$ cat src/rtl/addr_router_pkg.sv
package addr_router_pkg;

  // Selectable regions come first; their value is their select index.
  typedef enum logic [3:0] {
    RG_BOOT  = 4'd0,
    RG_CART  = 4'd1,
    RG_VRAM  = 4'd2,
    RG_XRAM  = 4'd3,
    RG_WRAM0 = 4'd4,
    RG_WRAMN = 4'd5,
    RG_OAM   = 4'd6,
    RG_IO    = 4'd7,
    RG_HRAM  = 4'd8,
    RG_IE    = 4'd9,
    RG_FILL1 = 4'd10,  // nothing selected, reads all ones
    RG_FILL0 = 4'd11   // nothing selected, reads all zeros
  } region_e;

  localparam int NUM_SEL = 10;

  typedef struct packed {
    region_e region;
    logic    echo;   // address needs mirror translation
    logic    wrEn;   // write reaches a selected region
  } strobes_t;

  // Display mode encoding
  localparam logic [1:0] MODE_HBLANK = 2'd0;
  localparam logic [1:0] MODE_VBLANK = 2'd1;
  localparam logic [1:0] MODE_SEARCH = 2'd2;
  localparam logic [1:0] MODE_DRAW   = 2'd3;

endpackage

$ cat src/rtl/router_ctrl.sv
module router_ctrl
  import addr_router_pkg::*;
#(
  parameter int ADDR_W     = 16,
  parameter int DATA_W     = 8,
  parameter int BOOT_BYTES = 256,
  parameter logic [127:0] IO_MAP = 128'h0000_0000_0000_0FFF_FFFF_FFFF_FFFF_80F7
) (
  input  logic              clk,
  input  logic              rstN,
  input  logic [ADDR_W-1:0] cpuAddr,
  input  logic              cpuWe,
  input  logic [DATA_W-1:0] cpuWdata,
  input  logic [1:0]        dispMode,
  input  logic              cartPresent,
  output strobes_t          strobes
);

  localparam logic [ADDR_W-1:0] ROM_END   = ADDR_W'('h7FFF);
  localparam logic [ADDR_W-1:0] VRAM_END  = ADDR_W'('h9FFF);
  localparam logic [ADDR_W-1:0] XRAM_END  = ADDR_W'('hBFFF);
  localparam logic [ADDR_W-1:0] WRAM0_END = ADDR_W'('hCFFF);
  localparam logic [ADDR_W-1:0] WRAMN_END = ADDR_W'('hDFFF);
  localparam logic [ADDR_W-1:0] ECHO_END  = ADDR_W'('hFDFF);
  localparam logic [ADDR_W-1:0] OAM_END   = ADDR_W'('hFE9F);
  localparam logic [ADDR_W-1:0] GAP_END   = ADDR_W'('hFEFF);
  localparam logic [ADDR_W-1:0] IO_END    = ADDR_W'('hFF7F);
  localparam logic [ADDR_W-1:0] HRAM_END  = ADDR_W'('hFFFE);
  localparam logic [ADDR_W-1:0] BOOT_END  = ADDR_W'(BOOT_BYTES - 1);
  localparam logic [ADDR_W-1:0] ECHO_MASK = ADDR_W'('h1FFF);
  localparam logic [ADDR_W-1:0] ECHO_SPLIT = ADDR_W'('h1000);
  localparam logic [ADDR_W-1:0] UNMAP_ADDR = ADDR_W'('hFF50);

  logic bootMapped;
  logic blankMode;
  logic vramOpen;
  logic [ADDR_W-1:0] maskedAddr;
  logic ioImpl;
  region_e region;
  logic echo;

  assign blankMode  = (dispMode == MODE_HBLANK) || (dispMode == MODE_VBLANK);
  assign vramOpen   = (dispMode != MODE_DRAW);
  assign maskedAddr = cpuAddr & ECHO_MASK;
  assign ioImpl     = IO_MAP[cpuAddr[6:0]];

  // Boot overlay flag: cleared by a nonzero write to the unmap register
  always_ff @(posedge clk) begin
    if (!rstN) begin
      bootMapped <= 1'b1;
    end else if (cpuWe && (cpuAddr == UNMAP_ADDR) && (cpuWdata != '0)) begin
      bootMapped <= 1'b0;
    end
  end

  // Region decode with mode and presence gating
  always_comb begin
    region = RG_FILL1;
    echo   = 1'b0;
    if (cpuAddr <= ROM_END) begin
      if (!cpuWe && bootMapped && (cpuAddr <= BOOT_END)) begin
        region = RG_BOOT;
      end else if (cartPresent) begin
        region = RG_CART;
      end
    end else if (cpuAddr <= VRAM_END) begin
      if (vramOpen) region = RG_VRAM;
    end else if (cpuAddr <= XRAM_END) begin
      if (cartPresent) region = RG_XRAM;
    end else if (cpuAddr <= WRAM0_END) begin
      region = RG_WRAM0;
    end else if (cpuAddr <= WRAMN_END) begin
      region = RG_WRAMN;
    end else if (cpuAddr <= ECHO_END) begin
      echo   = 1'b1;
      region = (maskedAddr < ECHO_SPLIT) ? RG_WRAM0 : RG_WRAMN;
    end else if (cpuAddr <= OAM_END) begin
      if (blankMode) region = RG_OAM;
    end else if (cpuAddr <= GAP_END) begin
      region = blankMode ? RG_FILL0 : RG_FILL1;
    end else if (cpuAddr <= IO_END) begin
      if (cpuWe || ioImpl) region = RG_IO;
    end else if (cpuAddr <= HRAM_END) begin
      region = RG_HRAM;
    end else begin
      region = RG_IE;
    end
  end

  always_comb begin
    strobes.region = region;
    strobes.echo   = echo;
    strobes.wrEn   = cpuWe && (region != RG_FILL1) && (region != RG_FILL0);
  end

endmodule

$ cat src/rtl/router_dpath.sv
module router_dpath
  import addr_router_pkg::*;
#(
  parameter int ADDR_W = 16,
  parameter int DATA_W = 8
) (
  input  logic                           clk,
  input  logic                           rstN,
  input  strobes_t                       strobes,
  input  logic [ADDR_W-1:0]              cpuAddr,
  input  logic [NUM_SEL-1:0][DATA_W-1:0] regData,
  output logic [NUM_SEL-1:0]             selVec,
  output logic [ADDR_W-1:0]              memAddr,
  output logic                           memWe,
  output logic [DATA_W-1:0]              rdData
);

  localparam logic [ADDR_W-1:0] ECHO_BASE = ADDR_W'('hC000);
  localparam logic [ADDR_W-1:0] ECHO_MASK = ADDR_W'('h1FFF);

  logic [DATA_W-1:0] rdNext;

  // One select line per selectable region
  for (genvar gi = 0; gi < NUM_SEL; gi++) begin : g_sel
    assign selVec[gi] = (strobes.region == region_e'(gi));
  end

  assign memAddr = strobes.echo ? (ECHO_BASE + (cpuAddr & ECHO_MASK)) : cpuAddr;
  assign memWe   = strobes.wrEn;

  always_comb begin
    rdNext = (strobes.region == RG_FILL0) ? '0 : '1;
    for (int i = 0; i < NUM_SEL; i++) begin
      if (selVec[i]) rdNext = regData[i];
    end
  end

  always_ff @(posedge clk) begin
    if (!rstN) begin
      rdData <= '1;
    end else begin
      rdData <= rdNext;
    end
  end

endmodule

$ cat src/rtl/addr_router.sv
module addr_router
  import addr_router_pkg::*;
#(
  parameter int ADDR_W     = 16,
  parameter int DATA_W     = 8,
  parameter int BOOT_BYTES = 256,
  parameter logic [127:0] IO_MAP = 128'h0000_0000_0000_0FFF_FFFF_FFFF_FFFF_80F7
) (
  input  logic              clk,
  input  logic              rstN,
  input  logic [ADDR_W-1:0] cpuAddr,
  input  logic              cpuWe,
  input  logic [DATA_W-1:0] cpuWdata,
  input  logic [1:0]        dispMode,
  input  logic              cartPresent,
  input  logic [DATA_W-1:0] bootData,
  input  logic [DATA_W-1:0] cartData,
  input  logic [DATA_W-1:0] vramData,
  input  logic [DATA_W-1:0] xramData,
  input  logic [DATA_W-1:0] wram0Data,
  input  logic [DATA_W-1:0] wramNData,
  input  logic [DATA_W-1:0] oamData,
  input  logic [DATA_W-1:0] ioData,
  input  logic [DATA_W-1:0] hramData,
  input  logic [DATA_W-1:0] ieData,
  output logic              bootSel,
  output logic              cartSel,
  output logic              vramSel,
  output logic              xramSel,
  output logic              wram0Sel,
  output logic              wramNSel,
  output logic              oamSel,
  output logic              ioSel,
  output logic              hramSel,
  output logic              ieSel,
  output logic [ADDR_W-1:0] memAddr,
  output logic              memWe,
  output logic [DATA_W-1:0] rdData
);

  strobes_t strobes;
  logic [NUM_SEL-1:0]             selVec;
  logic [NUM_SEL-1:0][DATA_W-1:0] regData;

  assign regData[RG_BOOT]  = bootData;
  assign regData[RG_CART]  = cartData;
  assign regData[RG_VRAM]  = vramData;
  assign regData[RG_XRAM]  = xramData;
  assign regData[RG_WRAM0] = wram0Data;
  assign regData[RG_WRAMN] = wramNData;
  assign regData[RG_OAM]   = oamData;
  assign regData[RG_IO]    = ioData;
  assign regData[RG_HRAM]  = hramData;
  assign regData[RG_IE]    = ieData;

  router_ctrl #(
    .ADDR_W(ADDR_W), .DATA_W(DATA_W), .BOOT_BYTES(BOOT_BYTES), .IO_MAP(IO_MAP)
  ) u_ctrl (
    .clk(clk), .rstN(rstN), .cpuAddr(cpuAddr), .cpuWe(cpuWe),
    .cpuWdata(cpuWdata), .dispMode(dispMode), .cartPresent(cartPresent),
    .strobes(strobes)
  );

  router_dpath #(
    .ADDR_W(ADDR_W), .DATA_W(DATA_W)
  ) u_dpath (
    .clk(clk), .rstN(rstN), .strobes(strobes), .cpuAddr(cpuAddr),
    .regData(regData), .selVec(selVec), .memAddr(memAddr),
    .memWe(memWe), .rdData(rdData)
  );

  assign bootSel  = selVec[RG_BOOT];
  assign cartSel  = selVec[RG_CART];
  assign vramSel  = selVec[RG_VRAM];
  assign xramSel  = selVec[RG_XRAM];
  assign wram0Sel = selVec[RG_WRAM0];
  assign wramNSel = selVec[RG_WRAMN];
  assign oamSel   = selVec[RG_OAM];
  assign ioSel    = selVec[RG_IO];
  assign hramSel  = selVec[RG_HRAM];
  assign ieSel    = selVec[RG_IE];

endmodule

$ cat config.mk
export PLATFORM = sky130hd
export DESIGN_NAME = addr_router
export DESIGN_NICKNAME = d
export VERILOG_FILES = /design/src/rtl/addr_router_pkg.sv /design/src/rtl/router_ctrl.sv /design/src/rtl/router_dpath.sv /design/src/rtl/addr_router.sv
export SDC_FILE = /design/constraint.sdc
export NUM_CORES = 1
export LEC_CHECK = 0
export BUFFER_PORTS_ARGS = -buffer_cell sky130_fd_sc_hd__buf_2
export CORE_UTILIZATION = 41
export CTS_CLUSTER_DIAMETER = 200
export DETAILED_ROUTE_END_ITERATION = 8
export PLACE_DENSITY = 0.88
export SYNTH_ARGS = -nofsm -noshare
export SYNTH_HDL_FRONTEND = slang
export SYNTH_SLANG_ARGS = --single-unit
$ cat constraint.sdc
create_clock -name clk -period 3.74 [get_ports clk]
set_clock_uncertainty 0.15 [all_clocks]
set_input_delay 0.748 -clock clk [delete_from_list [all_inputs] [get_ports clk]]
set_output_delay 0.748 -clock clk [all_outputs]
set_load 0.01 [all_outputs]
Word-level counts from Yosys, hierarchy flattened:

Memories as Yosys holds them, arrays and structs flattened.
Index checks and enable logic that the tools add are counted.

* register bits: 9
* memory bits (read-only): 128
* input port bits: 110
* output and inout port bits: 35
* logic and storage cells: 81
* memories kept: 1

* add/sub/neg operators: 1
* $lt $le $gt $ge: 13
* eq/ne operators: 15
* mux-type cells: 37
* reduce and logical (&&, ||, !) cells: 12

Memories
* (name not given): depth 128, bits a word 1, read ports 1, clocked after memory_dff 0, wr ports 0, RTL line router_ctrl.sv:45 `assign ioImpl = IO_MAP[cpuAddr[6:0]];`

Operators with widths (number)
* $le A16 B16 Y1 const B: 9
* $mux W8: 11
* $mux W4: 15
* $add A15 B14 Y16 const A: 1
* $eq A16 B16 Y1 const B: 1
* $eq A4 B3 Y1 const B: 4
* $le A16 B15 Y1 const B: 1
* $le A16 B8 Y1 const B: 1
* $mux W16: 1
* $lt A13 B13 Y1 const B: 1
* $eq A4 B4 Y1 const B: 3
* $mux W1: 10
* $eq A4 B2 Y1 const B: 2
* $lt A7 B8 Y1 const B: 1
* $ne A4 B4 Y1 const B: 2
* $reduce_bool A8 Y1: 1
* $logic_and A1 B1 Y1: 6
* $eq A4 B1 Y1 const B: 1
* $logic_not A4 Y1: 1
* $eq A2 B1 Y1 const B: 1
* $logic_not A2 Y1: 1
* $logic_or A1 B1 Y1: 2
* $ne A2 B2 Y1 const B: 1
* $logic_not A1 Y1: 1

Depth between registers and ports, before layout:

Gate-level depths: netlist of the first run.

* word-level depth: 25
* mapped depth: 9
* mapped depth without buffers: 8

Modules after synthesis:

Synthesis of the first run repeated with hierarchy kept, for this count alone.

* cells, all modules: 224
* area total of the unflattened synthesis: 1624.1 µm²

Modules (own cells, without submodules)
* router_dpath: instances 1, cells an instance 169, area an instance 1237.4 µm²
* router_ctrl: instances 1, cells an instance 55, area an instance 386.6 µm²

Worst setup path after synthesis of the first run:

No wires, ideal clock.

* path type: input to output
* from: input port cpuAddr[1]
* to: output port ieSel
* data arrival time: 2.031 ns
* data required time: 2.842 ns
* slack: 0.811 ns
* cell stages on the path: 5
* cell sequence: and3b_1 > or4_1 > a311oi_2 > o21ai_4 > inv_1

* word-level cells in the longest chain between the ends: 14

RTL lines
* start, declared: RTL line addr_router.sv:11 `input logic [ADDR_W-1:0] cpuAddr,`
* $mem_v2 Z128 W1
* $mux W1 (implied by the code): RTL line router_ctrl.sv:45
* $logic_or A1 B1 Y1: RTL line router_ctrl.sv:82 `if (cpuWe || ioImpl) region = RG_IO;`
* $mux W4: RTL line router_ctrl.sv:82
* $mux W4: RTL line router_ctrl.sv:81 `end else if (cpuAddr <= IO_END) begin`
* $mux W4: RTL line router_ctrl.sv:79 `end else if (cpuAddr <= GAP_END) begin`
* $mux W4: RTL line router_ctrl.sv:77 `end else if (cpuAddr <= OAM_END) begin`
* $mux W4: RTL line router_ctrl.sv:74 `end else if (cpuAddr <= ECHO_END) begin`
* $mux W4: RTL line router_ctrl.sv:72 `end else if (cpuAddr <= WRAMN_END) begin`
* $mux W4: RTL line router_ctrl.sv:70 `end else if (cpuAddr <= WRAM0_END) begin`
* $mux W4: RTL line router_ctrl.sv:68 `end else if (cpuAddr <= XRAM_END) begin`
* $mux W4: RTL line router_ctrl.sv:66 `end else if (cpuAddr <= VRAM_END) begin`
* $mux W4 (*): RTL line router_ctrl.sv:60 `if (cpuAddr <= ROM_END) begin`
* $eq A4 B4 Y1 (*): RTL line router_dpath.sv:25 `assign selVec[gi] = (strobes.region == region_e'(gi));`
* end, declared: RTL line addr_router.sv:35 `output logic ieSel,`

Mark *: on every way between the ends. The rest lies on a longest branch, timed or not. The select of a mux whose other input is x is not followed.

Worst setup path in the final report of the first run:

Same ends and word-level chain as after synthesis.

==> flow_summary_export.csv, run 1 <==
group,metric,value,unit
floorplan,dieHeight,63.8,um
logic_synthesis,synth_top_area_share,11.5,%
setup_path,crit_fanout,9,
worst_hold_path,hp-class,"flop to flop",
worst_hold_path,hold_end,"u_ctrl.bootMapped",
clock_network,clk_path_buf_depth,2,
power_and_ir_drop,clkPwrFrac,27.3,%
setup_path,cp-end-kind,"output pin",
timing,relSlewSlack,54.9,%
clock_network,clockRootBuffer,"clkbuf_8",
power_and_ir_drop,leakage,1.19,nW
place,hpwlAfterDp,5.01,mm
setup_path,timing.rr.end,"u_dpath.rdData[1]",
setup_path,r2r_slack,1840,ps
logic_synthesis,synthArstFlopShare,0,%
route,wl_per_cell,15.3,um
timing,setup_viol,0,
clock_network,cts_setup_buffers,0,
flow_run,drv_cap,0,
clock_network,cts_inserted_buffers,3,
setup_path,cp-start-kind,"input pin",
floorplan,die-area,0.00407,sq mm
setup_path,crit_type,"input pin to output pin",
clock_network,clk_pin_slew_worst_paths,50,ps
place,routabilityCongestion,0.895,
grt,grt_util_met3,5.89,%
setup_path,crit_arrival,2330,ps
route,antenna_left,0,
floorplan,start_util,42.8,%
worst_hold_path,min_path_cells,2,
timing,max_freq,0.310,GHz
grt,grt_pass1_vias,2008,
setup_path,required,2840,ps
setup_path,rr_startpoint,"u_ctrl.bootMapped",
layout,nFillCells,357,
layout,final_nets,461,
power_and_ir_drop,p_sw,149,uW
power_and_ir_drop,p_int,278,uW
route,wl,6.11,mm
logic_synthesis,syn-instance-count,220,
logic_synthesis,syn_area,0.00157,sq mm
clock_network,clk_latency,230,ps
logic_synthesis,synthMostInstantiatedCell,"nor2_1",
logic_synthesis,postSynthAreaPerCell,7.12,sq um
worst_hold_path,hp-start,"u_ctrl.bootMapped",
grt,grt_use_met2,50.5,%
logic_synthesis,ys_top_cells_by_area,"dfxtp_1, buf_4, nor2_1",
route,drt_first_iter_violations,271,
grt,top_usage_layer,"met2",
power_and_ir_drop,vdd_ir_drop_max,0.110,mV
power_and_ir_drop,pwr-share-comb,47.8,%
route,vias_per_cell,5.81,
power_and_ir_drop,seq_power_share,24.9,%
grt,gr-usage-all-layers,28.9,%
timing,maxSlewViolCount,0,
grt,gr-total-overflow,0,
logic_synthesis,ys_types,57,
place,port_buffers,144,
logic_synthesis,synth_common_cells,"nor2_1, buf_4, inv_1",
outcome,outcome,"complete, no violations",
layout,fin_cells,398,
place,placedCellCount,394,
power_and_ir_drop,p_per_area,187,mW/mm^2
power_and_ir_drop,switching_share,34.8,%
logic_synthesis,syn_nets,330,
clock_network,hold_buffers,0,
grt,use_met1,35.1,%
timing,fin_setup_tns,0,ps
grt,grt_max_degree,18,
grt,antenna_found_initial,0,
layout,final_core_util,62.2,%
clock_network,cts_tree,"done",
timing,min_period,3230,ps
logic_synthesis,synth_top_area_cell,"dfxtp_1",
logic_synthesis,ys_seq_elements,9,
floorplan,die-width,63.8,um
logic_synthesis,synth_ff_type,"dfxtp_1",
layout,area_growth,45.4,%
route,drc,0,
logic_synthesis,yosysWarnings,0,
floorplan,rows,22,
layout,antennaDiodeCount,0,
route,num_vias,2314,
grt,grt_pass1_wl,9.25,mm
clock_network,cts-resized-gates,0,
timing,period_share,86.3,%
setup_path,r2r_cells,7,
floorplan,io_pins,145,
clock_network,clock_sinks,9,
logic_synthesis,seq_area_frac_synth,11.5,%
floorplan,fp.coreArea,0.00366,sq mm
logic_synthesis,synth-edff-count,0,
timing,tightest_slew,672,ps
clock_network,htreeDepth,1,
route,dr.pass1.iters,7,
timing,hold_viol,0,
timing,rsz0062_at_grt,"no",
layout,drive_above_1_share,46.6,%
[state kept, by name, summed over array words and instances (netlist names)]
| signal | count |
|---|---|
| u_ctrl.bootMapped | 1 |
| u_dpath.rdData | 8 |
[worst max-delay path, cell delays in order]
cell and delay, ps:
buf_2 120, and3b_1 190, or4_1 510, a311oi_2 400
o21ai_4 150, inv_1 80, buf_2 120
[per-stage QoR]
step | hold WS (ps) | setup WS, ps | power, mW | area, sq um
detailed placement | 353 | 509 | 0.308 | 2230
floorplan | 303 | 811 | 0.215 | 1570
finish | 350 | 512 | 0.426 | 2280
global route | 402 | 407 | 0.447 | 2280
CTS | 361 | 510 | 0.422 | 2280
global placement | 317 | 531 | 0.305 | 2230
[power by group through the flow]
| stage | clock network [mW] | logic (mW) | registers, mW |
|---|---|---|---|
| 2_1_floorplan | 0 | 0.102 | 0.113 |
| 4_1_cts | 0.115 | 0.201 | 0.106 |
| 3_3_place_gp | 0 | 0.197 | 0.108 |
| 6_report | 0.116 | 0.204 | 0.106 |
| 5_1_grt | 0.119 | 0.221 | 0.107 |
| 3_5_place_dp | 0 | 0.200 | 0.108 |
[cell families after synthesis]
kind of cell    synth area share, %
compound gates                 41.5
buf+inv                        12.4
flops                          11.5
mux                           0.958
simple gates                   33.6
[placed cells by master, fill, tap and decap left out, drive strengths merged, types with 2 or more instances in the layout]
cell / netlist / routed
buf: 17 / 148
nor2: 23 / 23
inv: 13 / 13
o21ai: 11 / 11
nand3: 9 / 9
a21oi: 9 / 9
nand2: 9 / 9
dfxtp: 9 / 9
nor3: 7 / 7
o22ai: 7 / 7
a221oi: 7 / 7
or3: 6 / 6
o22a: 6 / 6
nand4: 6 / 6
o21bai: 6 / 6
nor4: 5 / 5
nand2b: 5 / 5
and2: 5 / 5
nor3b: 5 / 5
o221ai: 5 / 5
a22oi: 5 / 5
clkbuf: 5 / 4
a211oi: 3 / 3
and3: 3 / 3
nor2b: 3 / 3
a222oi: 3 / 3
a31oi: 3 / 3
and4: 2 / 2
o21a: 2 / 2
a21boi: 2 / 2
a21o: 2 / 2
o211ai: 2 / 2
[cell type report]
cell class / instances / area, sq um / share of cell area, %
multi-input cells: 176 / 1190 / 52.4
flip-flops and latches: 9 / 180 / 7.91
inverters: 13 / 48.8 / 2.14
clock buffers: 4 / 45.0 / 1.98
well taps: 48 / 60.1 / 2.64
repair buffers: 148 / 751 / 33.0
[per-layer routing]
layer,up-vias,part of all wire (%)
met5,-,0
li1,1113,-
met3,20,8.9
met2,149,49
met4,0,2.6
met1,1032,40
[how the worst max path moves through the flow]
| stage | slack (ps) | end | from |
|---|---|---|---|
| after detailed placement | 510 | ieSel | cpuAddr[1] |
| after global placement | 530 | ieSel | cpuAddr[1] |
| after CTS | 510 | ieSel | cpuAddr[1] |
| after global routing | 410 | memWe | cpuAddr[6] |
| final | 510 | ieSel | cpuAddr[1] |
| after floorplan | 810 | ieSel | cpuAddr[1] |
(Power assumes the default switching activity.)
==> run 2: changes to the inputs <==
- CORE_UTILIZATION: 41 -> 35
- PLACE_DENSITY: 0.88 -> 0.77
==> run 2 against run 1 <==
  * Worst setup slack gained 1.8 ps
  * Maximum frequency is essentially flat
  * Total power grew 0.37%
  * Cell count grew 0.75%
  * Non-clock buffer count grew 1
  * First-iteration DRC count shrank 45%
  * Critical path type unchanged
==> flow_summary_export.csv, run 2 (synthesis gave the netlist of run 1 again) <==
group,metric,value,unit
route,vias_per_cell,5.73,
route,drc,0,
grt,grt_max_degree,18,
setup_path,crit_arrival,2330,ps
layout,drive_above_1_share,46.7,%
worst_hold_path,hp-class,"flop to flop",
setup_path,crit_fanout,10,
place,port_buffers,144,
power_and_ir_drop,p_per_area,187,mW/mm^2
route,num_vias,2296,
setup_path,required,2840,ps
floorplan,io_pins,145,
flow_run,drv_cap,0,
floorplan,rows,23,
clock_network,htreeDepth,1,
route,wl_per_cell,15.9,um
timing,max_freq,0.310,GHz
clock_network,clk_pin_slew_worst_paths,50,ps
layout,final_common_cell,"buf_2",
place,place_area,0.00224,sq mm
setup_path,cp-endpoint,"ieSel",
setup_path,cp-end-kind,"output pin",
route,antenna_left,0,
layout,top_regs,"u_dpath.rdData (8), u_ctrl.bootMapped (1)",
timing,min_period,3230,ps
clock_network,cts_setup_buffers,0,
power_and_ir_drop,vdd_ir_drop_max,0.110,mV
setup_path,rr_startpoint,"u_ctrl.bootMapped",
outcome,outcome,"complete, no violations",
timing,rsz0062_at_grt,"no",
floorplan,die-area,0.00475,sq mm
setup_path,r2r_slack,1600,ps
setup_path,timing.rr.end,"u_dpath.rdData[5]",
grt,grt_pass1_wl,9.16,mm
grt,gr-total-overflow,0,
grt,grt_pass1_vias,2025,
clock_network,clockRootBuffer,"clkbuf_8",
grt,gr-usage-all-layers,26.3,%
layout,final_area,0.00229,sq mm
route,dr.pass1.iters,4,
timing,maxSlewViolCount,0,
timing,relSlewSlack,52.2,%
timing,setup_viol,0,
route,drt_first_iter_violations,150,
clock_network,clock_sinks,9,
clock_network,hold_buffers,0,
floorplan,die-width,68.9,um
timing,tightest_slew,712,ps
setup_path,critPathLaunch,"cpuAddr[8]",
layout,area_growth,46.0,%
power_and_ir_drop,leakage,1.19,nW
clock_network,cts_inserted_buffers,3,
timing,period_share,86.3,%
place,hpwlAfterDp,5.30,mm
clock_network,clk_path_buf_depth,2,
floorplan,dieHeight,68.9,um
setup_path,cp-start-kind,"input pin",
clock_network,cts_tree,"done",
timing,hold_viol,0,
layout,nFillCells,421,
setup_path,r2r_cells,6,
floorplan,start_util,37.8,%
grt,antenna_found_initial,0,
clock_network,cts-resized-gates,0,
route,wl,6.37,mm
layout,final_cell_mix,"buf_2, nor2_1, inv_1",
setup_path,crit_type,"input pin to output pin",
layout,final_core_util,55.2,%
layout,regMostFlops,"u_dpath.rdData",
timing,fin_setup_tns,0,ps
layout,antennaDiodeCount,0,
clock_network,clk_latency,240,ps
layout,final_nets,462,
layout,largest_reg_flops,8,
floorplan,fp.coreArea,0.00414,sq mm
place,routabilityCongestion,0.923,
==> run 2: changes by cell type in the layout (fill, tap and decap cells not counted) <==
| cell | delta |
|---|---|
| buf_4 | +1 |
==> run 2: area by class of cell <==
cell class,instances,area (sq um),area share [%]
multi-input cells,176,1190,52.1
repair buffers,149,758,33.2
flip-flops and latches,9,180,7.88
well taps,50,62.6,2.74
inverters,13,48.8,2.13
clock buffers,4,45.0,1.97
==> run 2: report_power, final <==
| part | total (mW) | internal [mW] | switching [mW] |
|---|---|---|---|
| Combinational | 0.202 | 0.0983 | 0.104 |
| Clock | 0.119 | 0.0748 | 0.0446 |
| Sequential | 0.106 | 0.105 | 0.00171 |
| Total | 0.428 | 0.278 | 0.150 |
==> run 2: through the flow <==
stage	power [mW]	worst slack, ps	instances	hold WS (ps)
3_3_place_gp	0.307	591	397	326
6_report	0.428	514	401	341
4_1_cts	0.429	529	401	343
2_1_floorplan	0.215	811	220	303
3_5_place_dp	0.309	527	397	332
5_1_grt	0.454	375	401	388
==> run 2: worst min path at each step <==
stage                           start  cells past startpoint                 to  slack (ps)
finish              u_ctrl.bootMapped                      2  u_ctrl.bootMapped         340
floorplan           u_ctrl.bootMapped                      2  u_ctrl.bootMapped         300
CTS                 u_ctrl.bootMapped                      2  u_ctrl.bootMapped         340
global route        u_ctrl.bootMapped                      2  u_ctrl.bootMapped         390
detailed placement  u_ctrl.bootMapped                      2  u_ctrl.bootMapped         330
global placement    u_ctrl.bootMapped                      2  u_ctrl.bootMapped         330
==> run 2: per-layer routing <==
| metal | track usage (%) | vias to the layer above | routed length, um |
|---|---|---|---|
| li1 | - | 1114 | - |
| met1 | 31.1 | 1022 | 2480 |
| met2 | 45.6 | 142 | 2990 |
| met3 | 5.26 | 18 | 706 |
| met4 | 11.2 | 0 | 196 |
| met5 | 0 | - | 0 |
==> run 2: critical path, cell delays in order <==
cell      delay [ps]
buf_2            160
nor4_1           360
and4_1           540
o21bai_4         160
o21ai_4          180
inv_1             50
buf_2            130
==> run 3: changes to the inputs <==
- RECOVER_POWER: unset -> 25
==> run 3 against run 2 <==
  * First-iteration DRC count fell by 1.3%
  * Non-clock buffer count did not move
  * Sequential cell count did not move
  * Cell count did not move
  * Worst setup slack improved by 7.3 ps
  * Maximum frequency rose by 0.23%
  * Sequential power barely moved
  * Highest routed layer unchanged
==> flow_summary_export.csv, run 3 (synthesis gave the netlist of run 1 again) <==
group,metric,value,unit
route,drc,0,
power_and_ir_drop,switching_share,35.4,%
layout,largest_reg_flops,8,
route,wl_per_cell,15.8,um
setup_path,crit_fanout,10,
setup_path,rr_startpoint,"u_ctrl.bootMapped",
setup_path,cp-end-kind,"output pin",
outcome,outcome,"complete, no violations",
place,port_buffers,144,
setup_path,r2r_slack,1610,ps
floorplan,fp.coreArea,0.00414,sq mm
timing,hold_viol,0,
route,dr.pass1.iters,5,
timing,tightest_slew,703,ps
power_and_ir_drop,clkPwrFrac,28.2,%
layout,top_regs,"u_dpath.rdData (8), u_ctrl.bootMapped (1)",
layout,final_common_cell,"buf_2",
clock_network,cts_tree,"done",
grt,grt_pass1_wl,9.16,mm
clock_network,clockRootBuffer,"clkbuf_8",
setup_path,r2r_cells,6,
grt,grt_max_degree,18,
floorplan,io_pins,145,
route,vias_per_cell,5.71,
layout,regMostFlops,"u_dpath.rdData",
power_and_ir_drop,seq_power_share,25.0,%
setup_path,cp-start-kind,"input pin",
timing,maxSlewViolCount,0,
place,routabilityCongestion,0.923,
clock_network,cts_setup_buffers,0,
floorplan,dieHeight,68.9,um
clock_network,clk_pin_slew_worst_paths,50,ps
clock_network,clk_latency,240,ps
clock_network,cts_inserted_buffers,3,
floorplan,start_util,37.8,%
power_and_ir_drop,p_int,275,uW
worst_hold_path,min_path_cells,2,
clock_network,htreeDepth,1,
layout,final_core_util,54.9,%
timing,relSlewSlack,52.8,%
grt,gr-usage-all-layers,26.3,%
flow_run,drv_cap,0,
grt,grt_pass1_vias,2025,
clock_network,clk_path_buf_depth,2,
clock_network,hold_buffers,0,
timing,period_share,86.1,%
power_and_ir_drop,p_per_area,187,mW/mm^2
setup_path,timing.rr.end,"u_dpath.rdData[5]",
place,hpwlAfterDp,5.30,mm
floorplan,die-width,68.9,um
layout,area_growth,45.1,%
floorplan,die-area,0.00475,sq mm
clock_network,cts-resized-gates,0,
setup_path,crit_type,"input pin to output pin",
route,wl,6.34,mm
power_and_ir_drop,pwr-share-comb,46.7,%
timing,rsz0062_at_grt,"no",
clock_network,clock_sinks,9,
layout,drive_above_1_share,43.6,%
setup_path,required,2840,ps
place,place_area,0.00224,sq mm
route,num_vias,2289,
power_and_ir_drop,leakage,1.17,nW
layout,final_cell_mix,"buf_2, nor2_1, inv_1, clkbuf_1",
worst_hold_path,hold_end,"u_ctrl.bootMapped",
timing,max_freq,0.311,GHz
grt,antenna_found_initial,0,
worst_hold_path,hp-start,"u_ctrl.bootMapped",
timing,fin_setup_tns,0,ps
floorplan,rows,23,
route,antenna_left,0,
grt,gr-total-overflow,0,
layout,final_area,0.00227,sq mm
power_and_ir_drop,vdd_ir_drop_max,0.110,mV
timing,setup_viol,0,
power_and_ir_drop,p_sw,151,uW
layout,final_nets,462,
setup_path,crit_arrival,2320,ps
timing,min_period,3220,ps
worst_hold_path,hp-class,"flop to flop",
layout,antennaDiodeCount,0,
route,drt_first_iter_violations,148,
## run 3: changes by cell type in the layout (fill, tap and decap cells not counted)
| cell | before | now |
|---|---|---|
| clkbuf_1 | 1 | 12 |
| buf_2 | 144 | 133 |
## run 3: worst max-delay path, stage by stage
cell,delay [ps]
buf_2,160
nor4_1,350
and4_1,540
o21bai_4,160
o21ai_4,180
inv_1,50
buf_2,130
## run 3: metrics by stage
stage	hold WS, ps	power [mW]	cells	setup slack, ps
2_1_floorplan	303	0.215	220	811
3_3_place_gp	326	0.307	397	591
3_5_place_dp	332	0.309	397	527
4_1_cts	343	0.429	401	529
5_1_grt	388	0.452	401	375
6_report	340	0.426	401	521
## run 3: final cells by class
class / count / area (sq um)
Inverter: 13 / 48.8
Sequential cell: 9 / 180
Timing Repair Buffer: 149 / 744
Multi-Input combinational cell: 176 / 1190
Clock buffer: 4 / 45.0
Tap cell: 50 / 62.6
Fill cell: 429 / 1870
## run 3: how the worst max path moves through the flow
stage	slack, ps	start	end	cells past startpoint
after floorplan	810	cpuAddr[1]	ieSel	5
after global placement	590	cpuAddr[8]	ieSel	7
after detailed placement	530	cpuAddr[8]	ieSel	7
after CTS	530	cpuAddr[8]	ieSel	7
after global routing	370	cpuAddr[8]	ieSel	7
final	520	cpuAddr[8]	ieSel	7
## run 3: power by group through the flow
stage / Clock, mW / Combinational, mW / Sequential, mW
final: 0.120 / 0.199 / 0.107
after detailed placement: 0 / 0.201 / 0.108
after CTS: 0.121 / 0.202 / 0.106
after global placement: 0 / 0.199 / 0.108
after floorplan: 0 / 0.102 / 0.113
after global routing: 0.126 / 0.218 / 0.108
## run 3: layer usage
layer / vias up / GRT usage, % / share of wire (%) / wire, um
met5: - / 0 / 0 / 0
met4: 0 / 11.2 / 3.0 / 188
met3: 16 / 5.26 / 11 / 668
met2: 140 / 45.6 / 47 / 2950
met1: 1021 / 31.1 / 40 / 2530
li1: 1112 / - / - / -
